--- src/rtl/ss_sup_pkg.sv ---
package ss_sup_pkg;
  typedef enum logic [2:0] {
    ST_LOCKOUT    = 3'd0,
    ST_SOFT_START = 3'd1,
    ST_RUN        = 3'd2,
    ST_SOFT_STOP  = 3'd3,
    ST_DISABLED   = 3'd4
  } sup_state_e;

  typedef enum logic [1:0] {
    ACC_HOLD   = 2'd0,
    ACC_CLEAR  = 2'd1,
    ACC_CHARGE = 2'd2,
    ACC_DRAIN  = 2'd3
  } acc_cmd_e;
endpackage

--- src/rtl/ss_uvlo_hyst.sv ---
module ss_uvlo_hyst #(
  parameter int VW     = 8,
  parameter int UV_ON  = 110,
  parameter int UV_OFF = 90
) (
  input  logic          clk_i,
  input  logic          rst_ni,
  input  logic [VW-1:0] vdd_i,
  output logic          ok_next_o,
  output logic          ok_o
);
  logic ok_q;

  assign ok_next_o = ok_q ? (vdd_i > VW'(UV_OFF)) : (vdd_i >= VW'(UV_ON));
  assign ok_o      = ok_q;

  always_ff @(posedge clk_i or negedge rst_ni) begin
    if (!rst_ni) ok_q <= 1'b0;
    else         ok_q <= ok_next_o;
  end

  assert_lock_holds_R1: assert property (@(posedge clk_i) disable iff (!rst_ni)
    (!ok_q && vdd_i < VW'(UV_ON)) |=> !ok_q);
  assert_release_holds_R1: assert property (@(posedge clk_i) disable iff (!rst_ni)
    (ok_q && vdd_i > VW'(UV_OFF)) |=> ok_q);
endmodule

--- src/rtl/ss_accum.sv ---
module ss_accum
  import ss_sup_pkg::*;
#(
  parameter int AW         = 8,
  parameter int SW         = 4,
  parameter int DRAIN_MULT = 10
) (
  input  logic          clk_i,
  input  logic          rst_ni,
  input  acc_cmd_e      cmd_i,
  input  logic [SW-1:0] step_i,
  output logic [AW-1:0] level_o
);
  localparam int WW      = AW + SW + 5;
  localparam int LVL_MAX = (1 << AW) - 1;

  logic [AW-1:0] level_q, level_d;
  logic [WW-1:0] lvl_w, up_w, drain_w;

  always_comb begin
    lvl_w   = WW'(level_q);
    up_w    = lvl_w + WW'(step_i);
    drain_w = WW'(step_i) * WW'(DRAIN_MULT);
    level_d = level_q;
    unique case (cmd_i)
      ACC_CLEAR:  level_d = '0;
      ACC_CHARGE: level_d = (up_w > WW'(LVL_MAX)) ? AW'(LVL_MAX) : up_w[AW-1:0];
      ACC_DRAIN:  level_d = (drain_w >= lvl_w) ? '0 : AW'(lvl_w - drain_w);
      default:    level_d = level_q;
    endcase
  end

  always_ff @(posedge clk_i or negedge rst_ni) begin
    if (!rst_ni) level_q <= '0;
    else         level_q <= level_d;
  end

  assign level_o = level_q;

  assert_charge_no_wrap_R4: assert property (@(posedge clk_i) disable iff (!rst_ni)
    (cmd_i == ACC_CHARGE) |=> level_q >= $past(level_q));
  assert_drain_no_wrap_R6: assert property (@(posedge clk_i) disable iff (!rst_ni)
    (cmd_i == ACC_DRAIN) |=> level_q <= $past(level_q));
endmodule

--- src/rtl/ss_ctrl_fsm.sv ---
module ss_ctrl_fsm
  import ss_sup_pkg::*;
(
  input  logic       clk_i,
  input  logic       rst_ni,
  input  logic       supply_ok_i,
  input  logic       ref_ok_i,
  input  logic       dis_req_i,
  input  logic       oc_i,
  input  logic       level_full_i,
  input  logic       level_low_i,
  output sup_state_e state_o,
  output acc_cmd_e   cmd_o
);
  sup_state_e state_q, state_d;

  always_comb begin
    state_d = state_q;
    cmd_o   = ACC_HOLD;
    if (!supply_ok_i) begin
      state_d = ST_LOCKOUT;
      cmd_o   = ACC_CLEAR;
    end else if (!ref_ok_i || dis_req_i) begin
      state_d = ST_DISABLED;
      cmd_o   = ACC_CLEAR;
    end else begin
      unique case (state_q)
        ST_LOCKOUT, ST_DISABLED: state_d = ST_SOFT_START;
        ST_SOFT_START: begin
          if (oc_i) state_d = ST_SOFT_STOP;
          else begin
            cmd_o = ACC_CHARGE;
            if (level_full_i) state_d = ST_RUN;
          end
        end
        ST_RUN: begin
          if (oc_i) state_d = ST_SOFT_STOP;
          else      cmd_o   = ACC_CHARGE;
        end
        ST_SOFT_STOP: begin
          if (level_low_i) begin
            state_d = ST_SOFT_START;
            cmd_o   = ACC_CLEAR;
          end else begin
            cmd_o = ACC_DRAIN;
          end
        end
        default: begin
          state_d = ST_LOCKOUT;
          cmd_o   = ACC_CLEAR;
        end
      endcase
    end
  end

  always_ff @(posedge clk_i or negedge rst_ni) begin
    if (!rst_ni) state_q <= ST_LOCKOUT;
    else         state_q <= state_d;
  end

  assign state_o = state_q;

  assert_stop_exit_R6: assert property (@(posedge clk_i) disable iff (!rst_ni)
    (state_q == ST_SOFT_STOP && supply_ok_i && ref_ok_i && !dis_req_i)
    |=> (state_q == ST_SOFT_STOP || state_q == ST_SOFT_START));
  assert_oc_enters_stop_R5: assert property (@(posedge clk_i) disable iff (!rst_ni)
    (state_q == ST_RUN && oc_i && supply_ok_i && ref_ok_i && !dis_req_i)
    |=> state_q == ST_SOFT_STOP);
endmodule

--- src/rtl/ss_supervisor.sv ---
module ss_supervisor
  import ss_sup_pkg::*;
#(
  parameter int VW         = 8,
  parameter int CW         = 8,
  parameter int AW         = 8,
  parameter int SW         = 4,
  parameter int UV_ON      = 110,
  parameter int UV_OFF     = 90,
  parameter int OC_LIM     = 25,
  parameter int SS_MIN     = 5,
  parameter int DRAIN_MULT = 10
) (
  input  logic          clk_i,
  input  logic          rst_ni,
  input  logic [VW-1:0] vdd_code_i,
  input  logic          ref_ok_i,
  input  logic [CW-1:0] cs_code_i,
  input  logic          dis_req_i,
  input  logic [SW-1:0] step_i,
  input  logic [AW-1:0] ctrl_i,
  output logic          run_en_o,
  output logic [AW-1:0] ctrl_o,
  output logic          ref_en_o,
  output logic [2:0]    state_o,
  output logic          soft_stop_o
);
  logic          supply_ok_next, supply_ok_q;
  logic [AW-1:0] level;
  logic          level_low, level_full, oc;
  sup_state_e    state;
  acc_cmd_e      cmd;

  ss_uvlo_hyst #(.VW(VW), .UV_ON(UV_ON), .UV_OFF(UV_OFF)) u_uvlo (
    .clk_i     (clk_i),
    .rst_ni    (rst_ni),
    .vdd_i     (vdd_code_i),
    .ok_next_o (supply_ok_next),
    .ok_o      (supply_ok_q)
  );

  ss_accum #(.AW(AW), .SW(SW), .DRAIN_MULT(DRAIN_MULT)) u_accum (
    .clk_i   (clk_i),
    .rst_ni  (rst_ni),
    .cmd_i   (cmd),
    .step_i  (step_i),
    .level_o (level)
  );

  assign level_low  = level < AW'(SS_MIN);
  assign level_full = &level;
  assign oc         = cs_code_i >= CW'(OC_LIM);

  ss_ctrl_fsm u_fsm (
    .clk_i        (clk_i),
    .rst_ni       (rst_ni),
    .supply_ok_i  (supply_ok_next),
    .ref_ok_i     (ref_ok_i),
    .dis_req_i    (dis_req_i),
    .oc_i         (oc),
    .level_full_i (level_full),
    .level_low_i  (level_low),
    .state_o      (state),
    .cmd_o        (cmd)
  );

  assign ctrl_o      = (ctrl_i < level) ? ctrl_i : level;
  assign run_en_o    = (state == ST_SOFT_START || state == ST_RUN) && !level_low;
  assign ref_en_o    = (state != ST_LOCKOUT);
  assign soft_stop_o = (state == ST_SOFT_STOP);
  assign state_o     = state;

  assert_lockout_clears_R2: assert property (@(posedge clk_i) disable iff (!rst_ni)
    (vdd_code_i <= VW'(UV_OFF)) |=> (state_o == ST_LOCKOUT && level == '0 && !run_en_o));
  assert_ref_fault_R3: assert property (@(posedge clk_i) disable iff (!rst_ni)
    (vdd_code_i >= VW'(UV_ON) && !ref_ok_i) |=> (state_o == ST_DISABLED && level == '0));
  assert_stop_no_run_R8: assert property (@(posedge clk_i) disable iff (!rst_ni)
    soft_stop_o |-> !run_en_o);
  assert_ref_only_lockout_R9: assert property (@(posedge clk_i) disable iff (!rst_ni)
    !ref_en_o |-> !supply_ok_q);
endmodule

--- config.mk ---
export PLATFORM = sky130hd
export DESIGN_NAME = ss_supervisor
export DESIGN_NICKNAME = d
export VERILOG_FILES = /design/src/rtl/ss_sup_pkg.sv /design/src/rtl/ss_uvlo_hyst.sv /design/src/rtl/ss_accum.sv /design/src/rtl/ss_ctrl_fsm.sv /design/src/rtl/ss_supervisor.sv
export SDC_FILE = /design/constraint.sdc
export NUM_CORES = 1
export LEC_CHECK = 0
export ABC_AREA = 0
export BUFFER_PORTS_ARGS = -buffer_cell sky130_fd_sc_hd__buf_2
export CORE_ASPECT_RATIO = 1.25
export CORE_MARGIN = 2
export CORE_UTILIZATION = 56
export CTS_CLUSTER_DIAMETER = 40
export DETAILED_ROUTE_END_ITERATION = 16
export PLACE_DENSITY = 0.9
export REMOVE_ABC_BUFFERS = 1
export SKIP_LAST_GASP = 1
export SYNTH_ARGS = -nofsm -noshare
export SYNTH_HDL_FRONTEND = slang
export SYNTH_SLANG_ARGS = --single-unit
--- constraint.sdc ---
create_clock -name clk_i -period 6.6 [get_ports clk_i]
set_clock_uncertainty 0.05 [all_clocks]
set_input_delay 0.33 -clock clk_i [delete_from_list [all_inputs] [get_ports clk_i]]
set_output_delay 0.33 -clock clk_i [all_outputs]
set_load 0.05 [all_outputs]
==> results.cfg, run 1 <==
[run_status]
outcome = completed

[clock_network]
root_buffer = clkbuf_4
cts_buffers = 3
clk_path_buf_depth = 2
cts_htree_levels = 1
ctsResizeCount = 0
cts_setup_buffers = 0
hold_buffers = 1
cts.reportedPaths.clkPinSlew_ns = 0.08
clk_latency_ns = 0.28
cts.sinks = 12
cts_tree = yes

[route]
first_iter_violations = 56
wl_per_cell_um = 16.29
antenna_left = 0
vias_per_cell = 6.180
drcViolationCount = 0
vias = 1613
dr.pass1.iters = 4
routed_wl_um = 4252

[logic_synthesis]
synth_top_area_cell = dfrtp_1
synth_cell_types = 48
ys_warn_count = 0
synth_simple_gate_area_share_pct = 21.09
netlist_area_mm2 = 0.001578
synth_top_family_by_area = compound AO/OA/AOI/OAI gates
synth-compound-area-share_pct = 23.31
synth_xor_area_share_pct = 3.331
seq_area_frac_synth_pct = 19.03
synth_top_area_share_pct = 19.03
postSynth.asyncResetShare_pct = 100.0
synth-edff-count = 0
synth_seq_cells = 12
synthCells = 181
syn_area_per_cell_um2 = 8.717
synth.area.top_cells = dfrtp_1 (19%), ha_1 (17%), mux2_1 (5.7%)
synth_mux_area_share_pct = 6.979
synth_ff_type = dfrtp_1
synth_fa_ha_area_share_pct = 21.25

[placed_design]
port_buffers = 45
placed_area_mm2 = 0.001823
gp_congestion = 0.8868
hpwl_um = 3539

[critical_path]
path_class = flip-flop to output port
crit_fanout = 8
worstPathArrival_ns = 2.75
cp.required_ns = 6.22
cp-start-kind = flip-flop
cp-end-kind = output port

[final_layout]
final_cell_area_mm2 = 0.001869
final_util_pct = 69.75
area_growth_pct = 18.48
final_nets = 285
final_common_cell = buf_2
antenna_cells = 0
drive_gt1_share_pct = 25.99
final_cell_mix = buf_2 (45), ha_1 (22), inv_1 (15)

[timing]
fin_worst_hold_slack_ns = 0.2268
setup_viol = 0
slew_headroom_pct = 69.49
rsz0062_at_grt = false
max_freq_mhz = 319.5
slew_viol_final = 0
setup_tns_ns = 0
min_period_ns = 3.130
tightest_slew_ns = 0.4562
finalCritPeriodShare_pct = 47.42
hold_viol = 0

[global_route]
grt_start_max_net_pins = 13
overflow = 0
grt_pass1_vias = 1622
grt_antenna_before_repair = 0
track_usage_pct = 28.92
grt_pass1_wl_um = 7127

[power]
ir_drop_uv = 91.19
p_leak_uw = 0.0009028
p_per_area_mw_per_mm2 = 116.9

[die]
row_count = 21
die_h_um = 63.35
die_x_um = 51.48
ios = 46
die_area_mm2 = 0.003261
core-area_mm2 = 0.002680
start_util_pct = 58.87

[job]
cap_violations = 0

[worst_hold_path]
min-delay-path-class = input pin to flip-flop
==> path summary, 6_finish.rpt <==
check | start | end | slack [ns] | depth (start not counted)
worst min register to register | u_uvlo.ok_o | u_uvlo.ok_o | 0.59 | 2
worst max-delay path | u_accum.level_o[4] | ctrl_o[2] | 3.47 | 9
min in group asynchronous | rst_ni | u_accum.level_o[5] | 0.39 | 2
worst min-delay path | dis_req_i | u_fsm.state_o[2] | 0.23 | 3
max in group asynchronous | rst_ni | u_fsm.state_o[1] | 5.88 | 2
worst max register to register | u_accum.level_o[0] | u_accum.level_o[3] | 4.21 | 9
==> cells by family after synthesis <==
logic type / count (synthesis)
and+or+nand+nor: 58
buffers and inverters: 19
adders and majority gates: 25
xor gates and xnor gates: 6
DFF: 12
muxes: 10
AOI/OAI and AO/OA: 51
==> metrics by stage <==
stage,power [uW],worst slack [ns],instances
CTS,218.8,3.521,261
global placement,155.2,3.790,256
floorplan,132.0,4.002,177
detailed placement,158.4,3.655,256
finish,218.5,3.470,261
global route,230.6,3.335,261
==> final cells by class <==
| class | count | area [um2] |
|---|---|---|
| flip-flops and latches | 12 | 300.3 |
| inverters | 15 | 56.30 |
| fillers | 229 | 810.8 |
| repair buffers | 46 | 235.2 |
| clock buffers | 4 | 36.28 |
| well taps | 34 | 42.54 |
| multi-input cells | 150 | 1199 |
==> layer usage <==
metal	global-route usage (%)	part of all wire (%)	up-vias
li1	-	-	766
met1	32.23	37	749
met2	51.76	53	78
met3	2.607	5.7	20
met4	16.45	4.6	0
met5	0	0	-
==> worst max-delay path, stage by stage (launching register included) <==
cell     delay, ns
dfrtp_1       0.50
inv_1         0.18
ha_1          0.32
a21o_1        0.19
a21o_1        0.17
a21oi_1       0.14
o21ai_1       0.08
a21o_1        0.29
mux2_1        0.37
buf_2         0.23
==> state kept, by name (all words and copies together) (netlist names) <==
signal and count:
u_accum.level_o 8, u_fsm.state_o 3, u_uvlo.ok_o 1
==> cells in the mapped netlist, types with 2 or more instances <==
cell type and count:
a211oi_1 2, a21o_1 6, a21oi_1 7, and2_1 2, clkbuf_1 3, dfrtp_1 12
fa_1 3, ha_1 22, inv_1 15, mux2_1 8, mux2i_1 2, nand2_1 9
nand2b_1 5, nand3_1 5, nand4_1 5, nor2_1 14, nor2b_1 5, nor4_1 3
o211ai_1 2, o21a_1 3, o21ai_0 9, o21ai_1 4, o22ai_1 6, xnor2_1 2
xor2_1 4
==> report_power, final <==
part / switching, uW / internal (uW)
registers: 2.46 / 74.9
clock network: 26.9 / 33.6
logic: 49.8 / 30.9
(Power assumes the default switching activity.)
==> run 2: changes to the inputs <==
CORE_UTILIZATION = 47   (was 56)
PLACE_DENSITY = 0.81   (was 0.9)
clock period = 2.71 ns   (was 6.6 ns; I/O delays follow)
==> results.cfg, run 2 (same netlist as run 1, synthesis figures left out) <==
[timing]
max_freq_mhz = 383.7
setup_tns_ns = 0
fin_worst_hold_slack_ns = 0.06865
min_period_ns = 2.606
slew_viol_final = 0
hold_viol = 0
finalCritPeriodShare_pct = 96.17
tightest_slew_ns = 0.3477
slew_headroom_pct = 76.77
setup_viol = 0
rsz0062_at_grt = false

[clock_network]
clk_path_buf_depth = 2
cts_tree = yes
root_buffer = clkbuf_8
cts_htree_levels = 1
cts.sinks = 12
cts.reportedPaths.clkPinSlew_ns = 0.05
clk_latency_ns = 0.24
cts_buffers = 3

[global_route]
grt_pass1_wl_um = 6244
grt_pass1_vias = 1465
grt_antenna_before_repair = 0
overflow = 0
track_usage_pct = 20.63
grt_start_max_net_pins = 13

[worst_hold_path]
whs_path_depth = 3
hp-start = vdd_code_i[7]
min-delay-path-class = input pin to flip-flop

[route]
wl_per_cell_um = 13.97
vias = 1511
dr.pass1.iters = 4
routed_wl_um = 3731
first_iter_violations = 39
vias_per_cell = 5.659
antenna_left = 0
drcViolationCount = 0

[final_layout]
final_cell_mix = buf_2 (45), ha_1 (22), inv_1 (15)
antenna_cells = 0
final_cells = 267
largest_reg_flops = 8
area_growth_pct = 21.41
final_util_pct = 59.43
fill_cells = 302
final_nets = 288
final_common_cell = buf_2
drive_gt1_share_pct = 27.39

[critical_path]
slowest_delay_ns = 0.37
cp-end-kind = output port
crit_start = u_accum.level_o[4]
worstPathArrival_ns = 2.42
r2r-start = u_accum.level_o[0]
critPathSlowestCell = dfrtp_1
rr_worst_depth = 9
critPathBufInv = 2
path_delay_family = compound AO/OA/AOI/OAI gates
crit_fanout = 8
cp_num_cells = 9
path_class = flip-flop to output port
cp.required_ns = 2.52
critPathMostFrequentCell = a21o_1
cp-start-kind = flip-flop
crit_chain = inv_1 -> ha_1 -> a21o_1 -> a21o_1 -> a21oi_1 -> o21ai_1 -> a21o_2 -> mux2_1 -> buf_2

[placed_design]
port_buffers = 45
dp_cells = 262
hpwl_um = 3143
gp_congestion = 0.8623

[job]
cap_violations = 0

[die]
start_util_pct = 48.95
die_h_um = 68.78
row_count = 23
core-area_mm2 = 0.003223
die_area_mm2 = 0.003839
die_x_um = 55.82
ios = 46

[power]
p_per_area_mw_per_mm2 = 301.5
p_leak_uw = 0.0009263
ir_drop_uv = 207.1
finalPower_uw = 577.6

[run_status]
outcome = completed
## run 2: changes by cell type in the layout (fill, tap and decap cells not counted)
cell	before	now
buf_4	0	3
clkbuf_8	1	4
clkbuf_4	3	0
a21o_2	0	1
a21o_1	6	5
## run 2: power by group
part	switching, uW	internal [uW]
sequential	5.21	183
clock	67.4	128
combinational	118	75.3
## run 2: final cells by class
class | count | area (um2) | share of cell area (%)
Inverter | 15 | 56.30 | 2.939
Tap cell | 37 | 46.29 | 2.417
Sequential cell | 12 | 300.3 | 15.68
Clock buffer | 4 | 55.05 | 2.874
Timing Repair Buffer | 49 | 257.7 | 13.46
Multi-Input combinational cell | 150 | 1200 | 62.64
## run 2: layer usage
metal / routed length, um / share of wire [%] / vias to the layer above / track usage [%]
li1: - / - / 768 / -
met1: 1539 / 41 / 696 / 22.68
met2: 1929 / 52 / 40 / 39.58
met3: 193 / 5.2 / 7 / 3.731
met4: 68 / 1.8 / 0 / 8.631
met5: 0 / 0 / - / 0
## run 2: tightest hold or removal path, stage by stage
cell	delay, ns
buf_2	0.07
inv_1	0.03
o311ai_2	0.07
## run 2: worst paths after layout
| kind | endpoint | slack [ns] |
|---|---|---|
| worst min register to register | u_uvlo.ok_o | 0.56 |
| worst min-delay path | u_uvlo.ok_o | 0.07 |
| worst max-delay path | ctrl_o[0] | 0.10 |
| max in group asynchronous | u_accum.level_o[4] | 2.13 |
| min in group asynchronous | u_accum.level_o[1] | 0.27 |
| worst max register to register | u_accum.level_o[6] | 0.33 |
## run 2: timing repair
item                                    4_1_cts  5_1_grt
gates resized for setup                       0        1
hold buffers                                  1        0
endpoints found under the hold margin        12        0
buffers inserted                              0        0
endpoints found under the setup margin        0        8
## run 2: per-stage QoR
stage | instance area [um2] | worst slack (ns)
5_1_grt | 1916 | 0.001491
3_3_place_gp | 1849 | 0.06495
2_1_floorplan | 1555 | 0.2304
6_report | 1916 | 0.1038
4_1_cts | 1914 | 0.06468
3_5_place_dp | 1849 | -0.01938
